**config.mk**
```make
export PLATFORM = sky130hd
export DESIGN_NAME = dbg_cmd_ctrl
export DESIGN_NICKNAME = d
export VERILOG_FILES = /design/src/rtl/dbg_cmd_pkg.sv /design/src/rtl/dbg_sel_decode.sv /design/src/rtl/dbg_wr_strobe.sv /design/src/rtl/dbg_run_state.sv /design/src/rtl/dbg_cmd_ctrl.sv
export SDC_FILE = /design/constraint.sdc
export NUM_CORES = 1
export LEC_CHECK = 0
export BUFFER_PORTS_ARGS = -buffer_cell sky130_fd_sc_hd__buf_2
export CAP_MARGIN = 40
export CORE_AREA = 2 2 42 44
export CTS_BUF_LIST = sky130_fd_sc_hd__clkbuf_16
export DETAILED_ROUTE_END_ITERATION = 7
export DIE_AREA = 0 0 44 46
export PLACE_DENSITY_LB_ADDON = 0.15
export SLEW_MARGIN = 20
export SYNTH_ARGS = -nofsm -noshare
export SYNTH_HDL_FRONTEND = slang
export SYNTH_HIERARCHICAL = 1
export SYNTH_SLANG_ARGS = --single-unit
```
**constraint.sdc**
```tcl
create_clock -name clk -period 2.5 [get_ports clk]
set_clock_uncertainty 0.15 [all_clocks]
set_input_delay 0.375 -clock clk [delete_from_list [all_inputs] [get_ports clk]]
set_output_delay 0.375 -clock clk [all_outputs]
set_load 0.05 [all_outputs]
```
**src/rtl/dbg_cmd_pkg.sv**
```systemverilog
package dbg_cmd_pkg;
   localparam int CMD_SEL_W = 7;
   localparam int CMD_W     = CMD_SEL_W + 3;
   localparam int BIT_RD    = CMD_SEL_W + 2;
   localparam int BIT_GO    = CMD_SEL_W + 1;
   localparam int BIT_EX    = CMD_SEL_W;

   localparam int TGT_ID    = 0;
   localparam int TGT_SCAN  = 1;
   localparam int TGT_CTL   = 2;
   localparam int TGT_FIRST_CMP = 3;
endpackage

```
**src/rtl/dbg_sel_decode.sv**
```systemverilog
module dbg_sel_decode #(
   parameter int SEL_W   = 7,
   parameter int NUM_IAC = 4,
   parameter int NUM_DAC = 2,
   parameter int NUM_DVC = 1,
   parameter logic [SEL_W-1:0] ID_CODE   = 7'h02,
   parameter logic [SEL_W-1:0] SCAN_CODE = 7'h10,
   parameter logic [SEL_W-1:0] BYP_CODE  = 7'h11,
   parameter logic [SEL_W-1:0] CTL_CODE  = 7'h12,
   parameter logic [SEL_W-1:0] IAC_BASE  = 7'h20,
   localparam int NUM_TGT = dbg_cmd_pkg::TGT_FIRST_CMP + NUM_IAC + NUM_DAC + NUM_DVC
) (
   input  logic [SEL_W-1:0]   sel_i,
   output logic [NUM_TGT-1:0] sel_en_o,
   output logic               is_scan_o,
   output logic               is_byp_o
);
   import dbg_cmd_pkg::*;

   function automatic logic [SEL_W-1:0] tgt_code(input int idx);
      if (idx == TGT_ID)        return ID_CODE;
      else if (idx == TGT_SCAN) return SCAN_CODE;
      else if (idx == TGT_CTL)  return CTL_CODE;
      else                      return IAC_BASE + SEL_W'(idx - TGT_FIRST_CMP);
   endfunction

   for (genvar g = 0; g < NUM_TGT; g++) begin : g_tgt
      localparam logic [SEL_W-1:0] CODE = tgt_code(g);
      assign sel_en_o[g] = (sel_i == CODE);
   end

   assign is_scan_o = sel_en_o[TGT_SCAN];
   assign is_byp_o  = (sel_i == BYP_CODE);
endmodule

```
**src/rtl/dbg_wr_strobe.sv**
```systemverilog
module dbg_wr_strobe #(
   parameter int NUM_TGT = 10,
   parameter logic [NUM_TGT-1:0] WR_MASK = '1
) (
   input  logic               clk,
   input  logic               rst_n,
   input  logic               upd_i,
   input  logic               rd_i,
   input  logic [NUM_TGT-1:0] sel_en_i,
   output logic [NUM_TGT-1:0] wr_stb_o
);
   always_ff @(posedge clk or negedge rst_n) begin
      if (!rst_n)            wr_stb_o <= '0;
      else if (upd_i && !rd_i) wr_stb_o <= sel_en_i & WR_MASK;
      else                   wr_stb_o <= '0;
   end

   // a strobe only ever follows an Update-DR cycle
   assert_stb_after_update_R4: assert property (@(posedge clk) disable iff (!rst_n)
      (wr_stb_o != '0) |-> $past(upd_i));
   // strobes last one cycle
   assert_stb_single_R4: assert property (@(posedge clk) disable iff (!rst_n)
      (wr_stb_o != '0) |=> (wr_stb_o == '0) || $past(upd_i));
   // read-only target never strobed
   assert_no_ro_write_R5: assert property (@(posedge clk) disable iff (!rst_n)
      !wr_stb_o[dbg_cmd_pkg::TGT_ID]);
endmodule

```
**src/rtl/dbg_run_state.sv**
```systemverilog
module dbg_run_state (
   input  logic clk,
   input  logic rst_n,
   input  logic upd_i,
   input  logic go_i,
   input  logic ex_i,
   input  logic is_scan_i,
   input  logic is_byp_i,
   input  logic ctl_req_i,
   input  logic stat_req_i,
   input  logic ext_mode_i,
   input  logic ext_req_i,
   input  logic instr_start_i,
   output logic resume_o,
   output logic step_o,
   output logic irq_block_o,
   output logic halted_o
);
   logic dbg_req;
   logic exit_ok;
   logic step_ok;

   assign dbg_req = ctl_req_i | (stat_req_i & ext_mode_i) | ext_req_i;
   assign exit_ok = halted_o & upd_i & go_i & ex_i & (is_scan_i | is_byp_i);
   assign step_ok = halted_o & upd_i & go_i & !ex_i & is_scan_i;

   always_ff @(posedge clk or negedge rst_n) begin
      if (!rst_n) begin
         halted_o    <= 1'b0;
         resume_o    <= 1'b0;
         step_o      <= 1'b0;
         irq_block_o <= 1'b0;
      end else begin
         halted_o <= halted_o ? !exit_ok : dbg_req;
         resume_o <= exit_ok;
         step_o   <= step_ok;
         if (exit_ok)
            irq_block_o <= 1'b1;
         else if (instr_start_i || (!halted_o && dbg_req))
            irq_block_o <= 1'b0;
      end
   end

   // a request while running halts the core next cycle
   assert_halt_on_req_R7: assert property (@(posedge clk) disable iff (!rst_n)
      (!halted_o && dbg_req) |=> halted_o);
   // resume only after an Update-DR cycle, and the core is running then
   assert_resume_at_update_R8: assert property (@(posedge clk) disable iff (!rst_n)
      resume_o |-> ($past(upd_i) && !halted_o && $past(halted_o)));
   // no resume without go
   assert_exit_needs_go_R9: assert property (@(posedge clk) disable iff (!rst_n)
      resume_o |-> $past(go_i));
   // interrupts masked whenever a resume is issued
   assert_irq_mask_on_resume_R11: assert property (@(posedge clk) disable iff (!rst_n)
      resume_o |-> irq_block_o);
   // instruction start releases the mask
   assert_irq_release_R11: assert property (@(posedge clk) disable iff (!rst_n)
      (instr_start_i && !upd_i) |=> !irq_block_o);
   // a single step leaves the core halted
   assert_step_stays_halted_R12: assert property (@(posedge clk) disable iff (!rst_n)
      step_o |-> (halted_o && !resume_o));
endmodule

```
**src/rtl/dbg_cmd_ctrl.sv**
```systemverilog
module dbg_cmd_ctrl #(
   parameter int NUM_IAC = 4,
   parameter int NUM_DAC = 2,
   parameter int NUM_DVC = 1,
   parameter logic [dbg_cmd_pkg::CMD_SEL_W-1:0] ID_CODE   = 7'h02,
   parameter logic [dbg_cmd_pkg::CMD_SEL_W-1:0] SCAN_CODE = 7'h10,
   parameter logic [dbg_cmd_pkg::CMD_SEL_W-1:0] BYP_CODE  = 7'h11,
   parameter logic [dbg_cmd_pkg::CMD_SEL_W-1:0] CTL_CODE  = 7'h12,
   parameter logic [dbg_cmd_pkg::CMD_SEL_W-1:0] IAC_BASE  = 7'h20,
   localparam int NUM_TGT = dbg_cmd_pkg::TGT_FIRST_CMP + NUM_IAC + NUM_DAC + NUM_DVC,
   localparam int CMD_W   = dbg_cmd_pkg::CMD_W
) (
   input  logic               clk,
   input  logic               rst_n,
   input  logic [CMD_W-1:0]   cmd_i,
   input  logic               upd_dr_i,
   input  logic               ctl_dbg_req_i,
   input  logic               stat_req_i,
   input  logic               ext_dbg_mode_i,
   input  logic               ext_req_i,
   input  logic               instr_start_i,
   output logic [NUM_TGT-1:0] sel_en_o,
   output logic [NUM_TGT-1:0] wr_stb_o,
   output logic               resume_o,
   output logic               step_o,
   output logic               irq_block_o,
   output logic               halted_o
);
   import dbg_cmd_pkg::*;

   localparam int SEL_W = CMD_SEL_W;
   localparam int LAST_CODE = int'(IAC_BASE) + NUM_TGT - TGT_FIRST_CMP - 1;
   localparam logic [NUM_TGT-1:0] WR_MASK = ~(NUM_TGT'(1) << TGT_ID);

   initial begin
      if (NUM_IAC < 1 || NUM_DAC < 0 || NUM_DVC < 0)
         $fatal(1, "dbg_cmd_ctrl: compare register counts out of range");
      if (LAST_CODE >= (1 << SEL_W))
         $fatal(1, "dbg_cmd_ctrl: compare codes exceed the select field");
      if (IAC_BASE <= CTL_CODE || IAC_BASE <= BYP_CODE)
         $fatal(1, "dbg_cmd_ctrl: compare codes overlap fixed codes");
   end

   logic is_scan;
   logic is_byp;

   dbg_sel_decode #(
      .SEL_W(SEL_W), .NUM_IAC(NUM_IAC), .NUM_DAC(NUM_DAC), .NUM_DVC(NUM_DVC),
      .ID_CODE(ID_CODE), .SCAN_CODE(SCAN_CODE), .BYP_CODE(BYP_CODE),
      .CTL_CODE(CTL_CODE), .IAC_BASE(IAC_BASE)
   ) u_dec (
      .sel_i     (cmd_i[SEL_W-1:0]),
      .sel_en_o  (sel_en_o),
      .is_scan_o (is_scan),
      .is_byp_o  (is_byp)
   );

   dbg_wr_strobe #(.NUM_TGT(NUM_TGT), .WR_MASK(WR_MASK)) u_stb (
      .clk      (clk),
      .rst_n    (rst_n),
      .upd_i    (upd_dr_i),
      .rd_i     (cmd_i[BIT_RD]),
      .sel_en_i (sel_en_o),
      .wr_stb_o (wr_stb_o)
   );

   dbg_run_state u_run (
      .clk           (clk),
      .rst_n         (rst_n),
      .upd_i         (upd_dr_i),
      .go_i          (cmd_i[BIT_GO]),
      .ex_i          (cmd_i[BIT_EX]),
      .is_scan_i     (is_scan),
      .is_byp_i      (is_byp),
      .ctl_req_i     (ctl_dbg_req_i),
      .stat_req_i    (stat_req_i),
      .ext_mode_i    (ext_dbg_mode_i),
      .ext_req_i     (ext_req_i),
      .instr_start_i (instr_start_i),
      .resume_o      (resume_o),
      .step_o        (step_o),
      .irq_block_o   (irq_block_o),
      .halted_o      (halted_o)
   );

   // at most one register enabled at a time
   assert_sel_onehot_R2: assert property (@(posedge clk) disable iff (!rst_n)
      $onehot0(sel_en_o));
   // bypass selects no register
   assert_byp_selects_none_R3: assert property (@(posedge clk) disable iff (!rst_n)
      is_byp |-> (sel_en_o == '0));
   // the scan flag matches the scan enable
   assert_scan_flag_R1: assert property (@(posedge clk) disable iff (!rst_n)
      is_scan |-> (cmd_i[SEL_W-1:0] == SCAN_CODE));
endmodule

```
## Word level (Yosys, flattened, before mapping)

Cells that the tools add are included.

- Muxes and demuxes: 4
- Reduce and logical (&&, ||, !) cells: 8
- Bitwise gates (word level): 10
- Equality and inequality tests: 11

Operators by type and width:

| kind | number |
|---|---|
| 7-bit by 6-bit == test with 1-bit output (second input constant) | 7 |
| 7-bit by 5-bit == test with 1-bit output (second input constant) | 3 |
| 10-bit 2-to-1 mux | 1 |
| 1-bit bitwise AND | 7 |
| 7-bit by 2-bit == test with 1-bit output (second input constant) | 1 |
| 1-bit zero test | 4 |
| 1-bit 2-to-1 mux | 3 |
| 1-bit bitwise OR | 3 |
| 1-bit logical AND | 2 |
| 2-bit nonzero test | 1 |
| 1-bit logical OR | 1 |

- Input bits: 18
- Output and inout port bits: 24
- Logic and storage cells: 38
- Register bits after elaboration: 14

## Logic depth before layout (Yosys ltp)

- Depth after elaboration: 7
- Gate-level depth with buffers: 5
- Gate-level depth less buffers: 5

## By module

The synthesis kept the hierarchy.

Modules (own cells, without submodules):

| module | times used | sequential area each (um2) | cells each | area an instance (um2) |
|---|---|---|---|---|
| dbg_wr_strobe | 1 | 225.2 | 20 | 315.3 |
| dbg_run_state | 1 | 100.1 | 14 | 163.9 |
| dbg_sel_decode | 1 | 0.0 | 19 | 145.1 |

## Worst setup path before layout

Ideal clock, no wire load.

- Path type: input port to output port
- Start point: in cmd_i[0]
- End point: out sel_en_o[0]
- Cell stages on the path: 2
- Setup slack: -403 ps
- Data required time: 1975 ps
- Path buffers: 0
- Arrival time: 2378 ps
- Path through: or4b_4 -> nor4_1

- Cells in the longest elaborated chain, start to end: 1

RTL lines:

| what | RTL line | source |
|---|---|---|
| start, declared | dbg_cmd_ctrl.sv:15 | `input logic [CMD_W-1:0] cmd_i,` |
| 7-bit by 2-bit == test with 1-bit output | dbg_sel_decode.sv:29 | `assign sel_en_o[g] = (sel_i == CODE);` |
| end, declared | dbg_cmd_ctrl.sv:22 | `output logic [NUM_TGT-1:0] sel_en_o,` |

No other way between the ends.

## Final worst setup path

- Start point: in cmd_i[5]
- End point: out sel_en_o[1]

- Cells in the longest elaborated chain, start to end: 1

RTL lines:

| what | RTL line |
|---|---|
| 7-bit by 5-bit == test with 1-bit output | dbg_sel_decode.sv:29 |

No other way between the ends.

==> summary by stage <==
Status
The flow ran to the end, and the final reports show no timing, DRC or antenna violations.

Critical path
The worst flop-to-flop path startpoint is u_run/halted_o. Setup slack on the worst reg-to-reg path comes out at 1.50 ns. Among the stages of the critical path, the cell type that occurs most often is buf_2. The slowest cell on the critical path is or3b_2.

Measured in cells, the most critical reg-to-reg path has a length of 3. The worst register-to-register path ends at u_run/halted_o. Data on the critical path arrives at its endpoint at between 1.5 and 2 ns.

In this run the worst path has a maximum fanout of 5. The worst setup path is launched from an input pin. The worst setup path is captured at a primary output. The delay of the slowest critical-path stage is around 0.50 ns. The worst setup path is of the in -> out kind.

For the worst setup path, the data required time is between 1.5 and 2 ns. The critical path goes through buf_2 > or3b_2 > nor3_1 > buf_2.

Pwr
The proportion of power drawn by combinational gates is a little under a tenth. Registers are responsible for approximately two fifths of the overall power. The internal power of the cells totals 0.441 mW. Dividing total power by cell area gives a power density of ~590 nW/µm².

The leakage power of the design is 0.546 nW. The switching part of the total is 19.6%. The worst vdd rail ir drop is about 0.00026 V. The switching power is between 0.1 and 0.15 mW. The clock network burns between 50% and 60% of the power.

Yosys
The area share of the largest cell type after synthesis is a little over half. The count of synthesis-stage warnings from yosys is 6. Counting distinct cell types in the post-synthesis netlist gives 22.

The average cell area after synthesis is 11.8 µm². The portion of the post-synthesis area used by sequential elements is a little over half. After technology mapping, the gate count stands at between 50 and 60. By area the synthesized netlist is led by dfrtp_1 (52%), and3b_1 (13%), or4b_4 (4.4%). Counting flops and latches in the post-synthesis netlist gives 13.

Counting every net in the synthesized netlist gives slightly above 70. dfrtp_1 takes more of the synthesized area than any other cell. The cell area after synthesis is roughly 620 µm².

Drt
The first-iteration detailed-routing DRC count is 5. The average routed wire per standard cell is approximately 12 µm. Using the TritonRoute via totals, the vias-per-cell ratio works out to roughly 4.9. Wires add up to 1340 µm. After detailed routing, the number of remaining DRC violations is 0. The total via count after detailed routing is between 500 and 600. The number of detailed-route iterations in the first pass is 2. Once detail routing completed, the nets flagged for antenna violations numbered 0.

Cells and area
The number of fill cells is around 160. After routing the design area is between 900 and 1000 µm². Leaving out fill and tap cells, the most frequent cell in the layout is buf_2. Summing all flip-flop and latch instances after layout gives around 330 µm². 0 antenna diodes ended up in the layout. In the layout the commonest cells are buf_2 (40), dfrtp_1 (13), and3b_1 (9).

After the last flow step, the layout net total stands at approximately 120. The fraction of final layout cells with drive strength greater than 1 is between 50% and 60%. In the final layout, the multi-input gates occupy ~290 µm². The area growth from synthesis to layout is 49.3%.

Hold path
The worst min-delay path category is in -> reg. The worst hold path was traced through 2 stages. The worst hold path terminates at u_run/step_o. The startpoint identified for the worst hold timing path is cmd_i[7].

STA
The clock period could shrink to roughly 2.2 ns. Setup violations remaining at the end of the flow were counted as 0. For this run, the top clock speed supported by timing is 461 MHz.

Dividing the final minimum period by the clock period gives around 87%. The final-report max-slew violation count was 0. For the final routed database, the setup TNS stands at 0 ns.

Setup repair after global routing left no endpoint under its margin. The final-report hold violation count was 0.

GRT
The first global-routing pass estimated 2130 µm of wire. The number of global-route vias before repair came to between 400 and 500. After global routing the overflow that remains totals 0. The largest net degree at the start of global routing is 14. The initial antenna violation count came to 0.

In the global route stage, overall resource usage came out at 14.5%.

Die
The floorplan has 15 rows. The boundary pin count is 42. The chip width is around 44 µm. The area enclosed by the die boundary is around 2000 µm². The core region is 1610 µm².

Measured along the y axis, the die boundary spans around 46 µm. The starting density of the core is 38.7%.

Placed design
Once placement finished, the instance area stood at 843 µm². Detailed placement ended at an HPWL of 1060 µm. The quantity of I/O buffers inserted on ports is 40.

The congestion estimate from routability-driven global placement came to around 0.73.

Clock tree
The clock root buffer master is clkbuf_16. TritonCTS built the clock tree. The clock net in this run drives a total of 13 sinks. After clock tree synthesis, the clock-pin slew on the worst setup and hold paths is about 0.040 ns. The CTS buffer count is 3.

The H-tree depth is 1. The deepest clock path buffer count is 2. The later pin in the worst-skew pair is clocked with a latency of 0.23 ns.

Flow run
Max-cap violations in this run came to 0.
## registers in the layout, summed over array words and instances, names as in the netlist
| register | cells |
|---|---|
| u_run/resume_o | 1 |
| u_run/irq_block_o | 1 |
| u_stb/wr_stb_o | 9 |
| u_run/halted_o | 1 |
| u_run/step_o | 1 |
## Yosys cell counts, drive strengths merged
master / n
nor2b: 1
dfrtp: 13
nor2: 6
nor4: 1
nand3: 1
nand4bb: 1
nor4b: 2
and4bb: 1
nor3: 2
buf: 2
inv: 2
a211oi: 1
conb: 1
or4b: 2
or3b: 2
o21ai: 3
a21oi: 1
nor3b: 1
or3: 1
and3b: 9
## stage by stage
stage	power (mW)	utilization (%)	setup slack, ns	hold slack [ns]	instances
3_5_place_dp	0.264	52.2	0.335	0.127	108
5_1_grt	0.573	57.8	0.233	0.168	113
2_1_floorplan	0.236	-	0.0908	-0.0706	53
4_1_cts	0.555	57.8	0.332	0.157	113
3_3_place_gp	0.263	52.2	0.338	0.121	108
6_report	0.549	57.8	0.330	0.158	113
## cell type report
| cell class | count | share of cell area [%] |
|---|---|---|
| Inverter | 2 | 0.805 |
| Sequential cell | 13 | 34.9 |
| Tap cell | 17 | 2.28 |
| Multi-Input combinational cell | 36 | 31.0 |
| Timing Repair Buffer | 41 | 22.6 |
| Clock inverter | 1 | 0.403 |
| Clock buffer | 3 | 8.05 |
## worst max-delay path, delay by kind of cell
kind / cells / cell delay (ns)
AND/OR/NAND/NOR: 2 / 0.81
buffers and inverters: 2 / 0.47
## timing repair
action                                 CTS  global route
endpoints found under the hold margin   13             0
resized for setup                        0             0
hold buffers                             1             0
setup buffers                            0             0
## how the worst max path moves through the flow
stage	to	depth (start not counted)	slack (ns)	from
final	sel_en_o[1]	4	0.33	cmd_i[5]
after global routing	sel_en_o[1]	4	0.23	cmd_i[5]
after CTS	sel_en_o[1]	4	0.33	cmd_i[5]
after detailed placement	sel_en_o[1]	4	0.33	cmd_i[5]
after global placement	sel_en_o[5]	4	0.34	cmd_i[0]
after floorplan	sel_en_o[5]	2	0.09	cmd_i[0]
## routing by layer
| layer | global-route usage (%) | share of wire [%] | up-vias |
|---|---|---|---|
| li1 | - | - | 277 |
| met1 | 19.4 | 45 | 245 |
| met2 | 23.2 | 45 | 25 |
| met3 | 1.59 | 7.8 | 2 |
| met4 | 7.27 | 1.4 | 0 |
| met5 | 0 | 0 | - |
## cell families (layout without fill, tap and decap cells)
kind of cell / after synthesis / after routing / synth area share [%]
buffers and inverters: 4 / 47 / 3.61
AND/OR/NAND/NOR: 30 / 30 / 38.5
other: 1 / 1 / 0.601
flip-flops: 13 / 13 / 52.1
AO/OA/AOI/OAI: 5 / 5 / 5.21
## power by group through the flow
| stage | logic [mW] | registers, mW | clock network [mW] |
|---|---|---|---|
| 2_1_floorplan | 0.0200 | 0.216 | 0 |
| 6_report | 0.0502 | 0.212 | 0.287 |
| 5_1_grt | 0.0559 | 0.211 | 0.305 |
| 3_5_place_dp | 0.0497 | 0.215 | 0 |
| 4_1_cts | 0.0511 | 0.212 | 0.292 |
| 3_3_place_gp | 0.0480 | 0.215 | 0 |
Power figures use the tool's default switching activity.
